[src/rtl/kpi2c_pkg.sv]
package kpi2c_pkg;

   typedef enum logic [2:0] {
      ST_IDLE,
      ST_ADDR,
      ST_WDATA,
      ST_WSKIP,
      ST_ACK,
      ST_TX,
      ST_RACK
   } tgt_st_e;

   localparam int unsigned STREAM_LEN = 4;

endpackage

[src/rtl/kpi2c_sync.sv]
module kpi2c_sync #(
   parameter int unsigned STAGES = 2
) (
   input  logic clk,
   input  logic rst_n,
   input  logic scl_i,
   input  logic sda_i,
   output logic scl_s,
   output logic sda_s,
   output logic scl_rise,
   output logic scl_fall,
   output logic start_det,
   output logic stop_det
);

   if (STAGES < 2) begin : g_bad_stages
      $error("kpi2c_sync: STAGES must be at least 2");
   end

   logic [STAGES-1:0] scl_c;
   logic [STAGES-1:0] sda_c;
   logic              scl_p;
   logic              sda_p;

   always_ff @(posedge clk or negedge rst_n) begin
      if (!rst_n) begin
         scl_c <= '1;
         sda_c <= '1;
         scl_p <= 1'b1;
         sda_p <= 1'b1;
      end else begin
         scl_c <= {scl_c[STAGES-2:0], scl_i};
         sda_c <= {sda_c[STAGES-2:0], sda_i};
         scl_p <= scl_c[STAGES-1];
         sda_p <= sda_c[STAGES-1];
      end
   end

   assign scl_s     = scl_c[STAGES-1];
   assign sda_s     = sda_c[STAGES-1];
   assign scl_rise  = scl_s & ~scl_p;
   assign scl_fall  = ~scl_s & scl_p;
   assign start_det = scl_s & scl_p & sda_p & ~sda_s;
   assign stop_det  = scl_s & scl_p & ~sda_p & sda_s;

endmodule

[src/rtl/kpi2c_stream_sel.sv]
module kpi2c_stream_sel #(
   parameter int unsigned     BYTE_W  = 8,
   parameter logic [BYTE_W-1:0] CHIP_ID = 8'hC3,
   parameter int unsigned     IDX_W   = 3
) (
   input  logic [IDX_W-1:0]  idx,
   input  logic [BYTE_W-1:0] ctrl,
   input  logic [BYTE_W-1:0] key_type,
   input  logic [BYTE_W-1:0] key_dur,
   output logic [BYTE_W-1:0] tx_byte
);
   import kpi2c_pkg::*;

   if ((1 << (IDX_W - 1)) < STREAM_LEN) begin : g_bad_idx
      $error("kpi2c_stream_sel: IDX_W too small for stream length");
   end

   logic [BYTE_W-1:0] words [STREAM_LEN];

   always_comb begin
      words[0] = CHIP_ID;
      words[1] = ctrl;
      words[2] = key_type;
      words[3] = key_dur;
   end

   always_comb begin
      tx_byte = '1;
      for (int i = 0; i < STREAM_LEN; i++) begin
         if (idx == IDX_W'(i)) tx_byte = words[i];
      end
   end

endmodule

[src/rtl/kpi2c_target.sv]
module kpi2c_target #(
   parameter int unsigned ADDR_W      = 7,
   parameter int unsigned PIN_W       = 2,
   parameter logic [ADDR_W-PIN_W-1:0] FIX_ADDR = 5'b10110,
   parameter int unsigned BYTE_W      = 8,
   parameter logic [BYTE_W-1:0] CHIP_ID = 8'hC3,
   parameter int unsigned SYNC_STAGES = 2
) (
   input  logic              clk,
   input  logic              rst_n,
   input  logic              scl_i,
   input  logic              sda_i,
   output logic              sda_oe,
   input  logic [PIN_W-1:0]  addr_pin,
   input  logic [BYTE_W-1:0] key_type,
   input  logic [BYTE_W-1:0] key_dur,
   output logic [BYTE_W-1:0] ctrl_q,
   output logic              rd_done
);
   import kpi2c_pkg::*;

   localparam int unsigned CNT_W = $clog2(BYTE_W + 1);
   localparam int unsigned IDX_W = $clog2(STREAM_LEN) + 1;

   if (BYTE_W != ADDR_W + 1) begin : g_bad_addr_w
      $error("kpi2c_target: address plus direction must fill one byte");
   end
   if (PIN_W >= ADDR_W) begin : g_bad_pin_w
      $error("kpi2c_target: PIN_W must be smaller than ADDR_W");
   end

   logic scl_s, sda_s, scl_rise, scl_fall, start_det, stop_det;

   kpi2c_sync #(.STAGES(SYNC_STAGES)) u_sync (
      .clk       (clk),
      .rst_n     (rst_n),
      .scl_i     (scl_i),
      .sda_i     (sda_i),
      .scl_s     (scl_s),
      .sda_s     (sda_s),
      .scl_rise  (scl_rise),
      .scl_fall  (scl_fall),
      .start_det (start_det),
      .stop_det  (stop_det)
   );

   tgt_st_e           st;
   tgt_st_e           ack_next;
   logic              ack_ph;
   logic [CNT_W-1:0]  bitcnt;
   logic [BYTE_W-1:0] sh;
   logic [IDX_W-1:0]  idx;
   logic [BYTE_W-1:0] tx_byte;
   logic [BYTE_W-1:0] rx_byte;
   logic              addr_hit;

   kpi2c_stream_sel #(
      .BYTE_W  (BYTE_W),
      .CHIP_ID (CHIP_ID),
      .IDX_W   (IDX_W)
   ) u_sel (
      .idx      (idx),
      .ctrl     (ctrl_q),
      .key_type (key_type),
      .key_dur  (key_dur),
      .tx_byte  (tx_byte)
   );

   assign rx_byte  = {sh[BYTE_W-2:0], sda_s};
   assign addr_hit = (rx_byte[BYTE_W-1 -: ADDR_W] == {FIX_ADDR, addr_pin});

   always_ff @(posedge clk or negedge rst_n) begin
      if (!rst_n) begin
         st       <= ST_IDLE;
         ack_next <= ST_IDLE;
         ack_ph   <= 1'b0;
         bitcnt   <= '0;
         sh       <= '0;
         idx      <= '0;
         ctrl_q   <= '0;
         sda_oe   <= 1'b0;
         rd_done  <= 1'b0;
      end else begin
         rd_done <= 1'b0;
         if (start_det) begin
            st     <= ST_ADDR;
            bitcnt <= '0;
            ack_ph <= 1'b0;
            sda_oe <= 1'b0;
         end else if (stop_det) begin
            st     <= ST_IDLE;
            sda_oe <= 1'b0;
         end else begin
            case (st)
               ST_ADDR: if (scl_rise) begin
                  sh <= rx_byte;
                  if (bitcnt == CNT_W'(BYTE_W - 1)) begin
                     if (addr_hit) begin
                        st       <= ST_ACK;
                        ack_ph   <= 1'b0;
                        idx      <= '0;
                        ack_next <= sda_s ? ST_TX : ST_WDATA;
                     end else begin
                        st <= ST_IDLE;
                     end
                  end else begin
                     bitcnt <= bitcnt + 1'b1;
                  end
               end
               ST_WDATA: if (scl_rise) begin
                  sh <= rx_byte;
                  if (bitcnt == CNT_W'(BYTE_W - 1)) begin
                     ctrl_q   <= rx_byte;
                     st       <= ST_ACK;
                     ack_ph   <= 1'b0;
                     ack_next <= ST_WSKIP;
                  end else begin
                     bitcnt <= bitcnt + 1'b1;
                  end
               end
               ST_WSKIP: if (scl_rise) begin
                  bitcnt <= (bitcnt == CNT_W'(BYTE_W)) ? '0 : bitcnt + 1'b1;
               end
               ST_ACK: if (scl_fall) begin
                  if (!ack_ph) begin
                     sda_oe <= 1'b1;
                     ack_ph <= 1'b1;
                  end else begin
                     st     <= ack_next;
                     bitcnt <= '0;
                     ack_ph <= 1'b0;
                     if (ack_next == ST_TX) begin
                        sh     <= tx_byte;
                        sda_oe <= ~tx_byte[BYTE_W-1];
                     end else begin
                        sda_oe <= 1'b0;
                     end
                  end
               end
               ST_TX: if (scl_fall) begin
                  if (bitcnt == CNT_W'(BYTE_W - 1)) begin
                     sda_oe  <= 1'b0;
                     st      <= ST_RACK;
                     ack_ph  <= 1'b0;
                     rd_done <= (idx == IDX_W'(STREAM_LEN - 1));
                  end else begin
                     bitcnt <= bitcnt + 1'b1;
                     sh     <= {sh[BYTE_W-2:0], 1'b1};
                     sda_oe <= ~sh[BYTE_W-2];
                  end
               end
               ST_RACK: begin
                  if (scl_rise && !ack_ph) begin
                     if (sda_s) begin
                        st <= ST_IDLE;
                     end else begin
                        ack_ph <= 1'b1;
                        if (idx < IDX_W'(STREAM_LEN)) idx <= idx + 1'b1;
                     end
                  end else if (scl_fall && ack_ph) begin
                     st     <= ST_TX;
                     bitcnt <= '0;
                     ack_ph <= 1'b0;
                     sh     <= tx_byte;
                     sda_oe <= ~tx_byte[BYTE_W-1];
                  end
               end
               default: ;
            endcase
         end
      end
   end

endmodule

[config.mk]
export PLATFORM = sky130hd
export DESIGN_NAME = kpi2c_target
export DESIGN_NICKNAME = d
export VERILOG_FILES = /design/src/rtl/kpi2c_pkg.sv /design/src/rtl/kpi2c_sync.sv /design/src/rtl/kpi2c_stream_sel.sv /design/src/rtl/kpi2c_target.sv
export SDC_FILE = /design/constraint.sdc
export NUM_CORES = 1
export LEC_CHECK = 0
export ABC_AREA = 1
export ABC_CLOCK_PERIOD_IN_PS = 1800
export BUFFER_PORTS_ARGS = -buffer_cell sky130_fd_sc_hd__buf_2
export CAP_MARGIN = 20
export CORE_ASPECT_RATIO = 0.6
export CORE_MARGIN = 5
export CORE_UTILIZATION = 53
export DETAILED_ROUTE_END_ITERATION = 12
export GPL_ROUTABILITY_DRIVEN = 0
export PLACE_DENSITY_LB_ADDON = 0.2
export SKIP_CTS_REPAIR_TIMING = 1
export SYNTH_ARGS = -nofsm -noshare
export SYNTH_HDL_FRONTEND = slang
export SYNTH_SLANG_ARGS = --single-unit
[constraint.sdc]
create_clock -name clk -period 1.8 [get_ports clk]
set_clock_uncertainty 0.1 [all_clocks]
set_input_delay 0.27 -clock clk [delete_from_list [all_inputs] [get_ports clk]]
set_output_delay 0.27 -clock clk [all_outputs]
set_load 0.02 [all_outputs]
==> results.json <==
{
  "grt_max_degree": 21,
  "p_per_area_nw_per_um2": 884,
  "dr_wl_met3_um": 812,
  "period_share": 1.01,
  "die_height_um": 64.1,
  "syn_nets": 410,
  "grt_overflow": 0,
  "row_count": 19,
  "pwr-share-comb": 0.433,
  "syn_avg_cell_area_um2": 6.79,
  "relSlewSlack": 0.723,
  "die_width_um": 100,
  "dr_wl_met2_um": 3530,
  "vias_per_cell": 5.52,
  "synth_top_family_by_area": "simple AND/OR/NAND/NOR gates",
  "status": "complete, but fails checks",
  "ys_ff_latch": 37,
  "drt-pass1-iter-count": 5,
  "drtIter0Drc": 372,
  "syn2layout_area_growth_pct": 33.2,
  "synthXorXnorAreaFrac": 0,
  "p_int_mw": 1.78,
  "startpoint": "u_sync.scl_c[1]",
  "synth.cell_area_um2": 2590,
  "core_um2": 4660,
  "final_nets": 487,
  "p_leak_nw": 1.81,
  "maxCapViolations": 0,
  "dp_hpwl_um": 6080,
  "cts_made_buffers": 5,
  "hold_class": "input port to flip-flop",
  "drc": 0,
  "grt_pass1_vias": 2588,
  "critical_path_class": "flip-flop to flip-flop",
  "wl_per_cell_um": 15.9,
  "grt.total_usage": 0.249,
  "tightestPinTransition_ns": 0.415,
  "highest_layer": "met4",
  "clock_latency_ns": 0.31,
  "antenna_cells": 0,
  "min_period_ns": 1.81,
  "seq_area_frac_synth": 0.361,
  "synth_compound_area_frac": 0.0976,
  "initial_core_util": 0.556,
  "met1Wirelength_um": 3790,
  "hold_ws_ns": 0.226,
  "cts.htree.levels": 2,
  "pre_cts_ws_ns": -0.00876,
  "yosys.area_share.simple": 0.419,
  "r2r_start": "u_sync.scl_c[1]",
  "placed_cell_area_um2": 3000,
  "antenna_found_initial": 0,
  "clockBufferDepth": 2,
  "clockPowerShare": 0.200,
  "power_switching_mw": 1.27,
  "fmax_ghz": 0.551,
  "stdcell_area_um2": 3450,
  "slew_viol_final": 0,
  "holdCritStartpoint": "key_dur[1]",
  "worst_slack_ns": -0.0134,
  "root_buffer": "clkbuf_8",
  "multi_input_area_um2": 1620,
  "cts.sinks": 37,
  "swShare": 0.416,
  "rsz0062_at_grt": "true",
  "io_buffer_count": 31,
  "drt-total-wl_um": 8310,
  "muxShareOfSynthArea": 0,
  "setup_viol": 3,
  "cts_tree": "done",
  "syn_inst": 381,
  "critPathRequiredTime_ns": 1.89,
  "ant_nets": 0,
  "hold_violations": 0,
  "seqCellArea_um2": 937,
  "crit_arrival_ns": 1.91,
  "route.vias.total": 2880,
  "peakVddDrop_mv": 0.603,
  "cp-start-kind": "flip-flop",
  "die_area_um2": 6430,
  "synth_cell_types": 30,
  "fin_setup_tns_ns": -0.0204,
  "grt_pass1_wl_um": 12600,
  "end_kind": "flip-flop",
  "clk_pin_slew_ns": 0.08,
  "fillers": 383,
  "yosys.area_share.adder": 0.0338,
  "pin_count": 32,
  "crit_fanout": 6,
  "pwr-share-seq": 0.368,
  "final_layout_size_suffix_gt1_frac": 0.336,
  "yosys_warnings": 0,
  "violations": "negative setup slack"
}
area by class of cell:
class | instances | share of cell area
clock buffers | 6 | 0.0210
clock inverters | 2 | 0.00435
inverters | 45 | 0.0497
multi-input cells | 291 | 0.469
flip-flops and latches | 37 | 0.272
well taps | 63 | 0.0229
repair buffers | 78 | 0.161
layout by cell type (no fill, tap or decap), types with 3 or more instances in the layout:
master / netlist / layout
buf_2: 1 / 31
dfrtp_2: 0 / 3
nand3_2: 6 / 7
o21ai_1: 16 / 19
nand3_4: 1 / 5
nand2_4: 0 / 3
clkbuf_8: 0 / 5
nor2_1: 45 / 39
nand3_1: 34 / 29
nor2_2: 4 / 5
nor3_2: 2 / 3
inv_1: 38 / 33
nand3b_1: 3 / 3
inv_2: 7 / 11
dfrtp_1: 31 / 28
nand2_2: 6 / 13
dfstp_2: 6 / 6
o21ai_0: 23 / 19
buf_6: 2 / 4
dlygate4sd3_1: 0 / 3
o211ai_1: 4 / 4
nand2_1: 124 / 113
ha_1: 7 / 6
nor2_4: 3 / 8
buf_4: 4 / 38
power groups by stage:
stage,Clock (mW),Sequential [mW],Combinational (mW)
2_1_floorplan,0,1.09,0.714
3_3_place_gp,0,1.11,1.07
3_5_place_dp,0,1.11,1.10
4_1_cts,0.617,1.10,1.11
5_1_grt,0.657,1.14,1.46
6_report,0.608,1.12,1.32
path summary, 6_finish.rpt:
| check | to | slack [ns] | depth (start not counted) |
|---|---|---|---|
| max in group asynchronous | idx[1] | 0.78 | 3 |
| worst min-delay path | sh[1] | 0.23 | 5 |
| worst min register to register | u_sync.scl_c[1] | 0.26 | 0 |
| worst max register to register | sh[0] | -0.01 | 10 |
| worst max-delay path | sh[0] | -0.01 | 10 |
| min in group asynchronous | sh[5] | 0.35 | 2 |
routing by layer:
metal | vias up | track usage
li1 | 1376 | -
met1 | 1331 | 0.368
met2 | 147 | 0.354
met3 | 26 | 0.0826
met4 | 0 | 0.0538
met5 | - | 0
cell usage after synthesis:
cell / n / share of area
nand3_4: 1 / 0.0068
nand4_2: 2 / 0.0097
o21ai_1: 16 / 0.031
o21a_1: 1 / 0.0029
o21ai_2: 1 / 0.0034
inv_2: 7 / 0.010
nor3_2: 2 / 0.0077
nand3b_1: 3 / 0.0087
ha_1: 7 / 0.034
dfrtp_1: 31 / 0.30
inv_1: 38 / 0.055
nand3_1: 34 / 0.066
nand2_2: 6 / 0.015
o211ai_1: 4 / 0.012
buf_6: 2 / 0.0087
nand4_1: 2 / 0.0048
nor3_1: 4 / 0.0077
nand3_2: 6 / 0.023
nor4_1: 1 / 0.0024
nor2_1: 45 / 0.065
o21ai_0: 23 / 0.044
nand2_1: 124 / 0.18
clkbuf_1: 1 / 0.0014
nor2_2: 4 / 0.0097
buf_4: 4 / 0.012
dfstp_2: 6 / 0.061
nor2_4: 3 / 0.013
a21oi_1: 1 / 0.0019
a31oi_1: 1 / 0.0024
buf_2: 1 / 0.0019
worst max-delay path, stage by stage (launching register included):
cell,delay [ns]
dfstp_2,0.65
nand2_4,0.11
inv_4,0.11
nand3_4,0.11
nand2_4,0.11
inv_2,0.07
nand3_2,0.10
nor2_4,0.06
buf_4,0.14
nand2_1,0.06
o21ai_1,0.07
registers in the layout, indices dropped and copies added, names as in the netlist:
signal        cells
u_sync.sda_p      1
rd_done           1
u_sync.scl_p      1
ack_next          3
bitcnt            4
u_sync.scl_c      2
ctrl_q            8
idx               3
sh                7
u_sync.sda_c      2
st                3
sda_oe            1
ack_ph            1
per-stage QoR:
step / util / power [mW] / cells
global placement: 0.643 / 2.17 / 495
detailed placement: 0.643 / 2.21 / 495
finish: 0.740 / 3.05 / 522
CTS: 0.662 / 2.82 / 503
global route: 0.740 / 3.25 / 522
floorplan: - / 1.81 / 381
cells by family after synthesis:
family                   Yosys count
AND/OR/NAND/NOR                  237
buffers and inverters             53
AO/OA/AOI/OAI                     47
flip-flops                        37
adder cells (fa/ha/maj)            7
No activity file was read; power rests on OpenSTA's default activity.
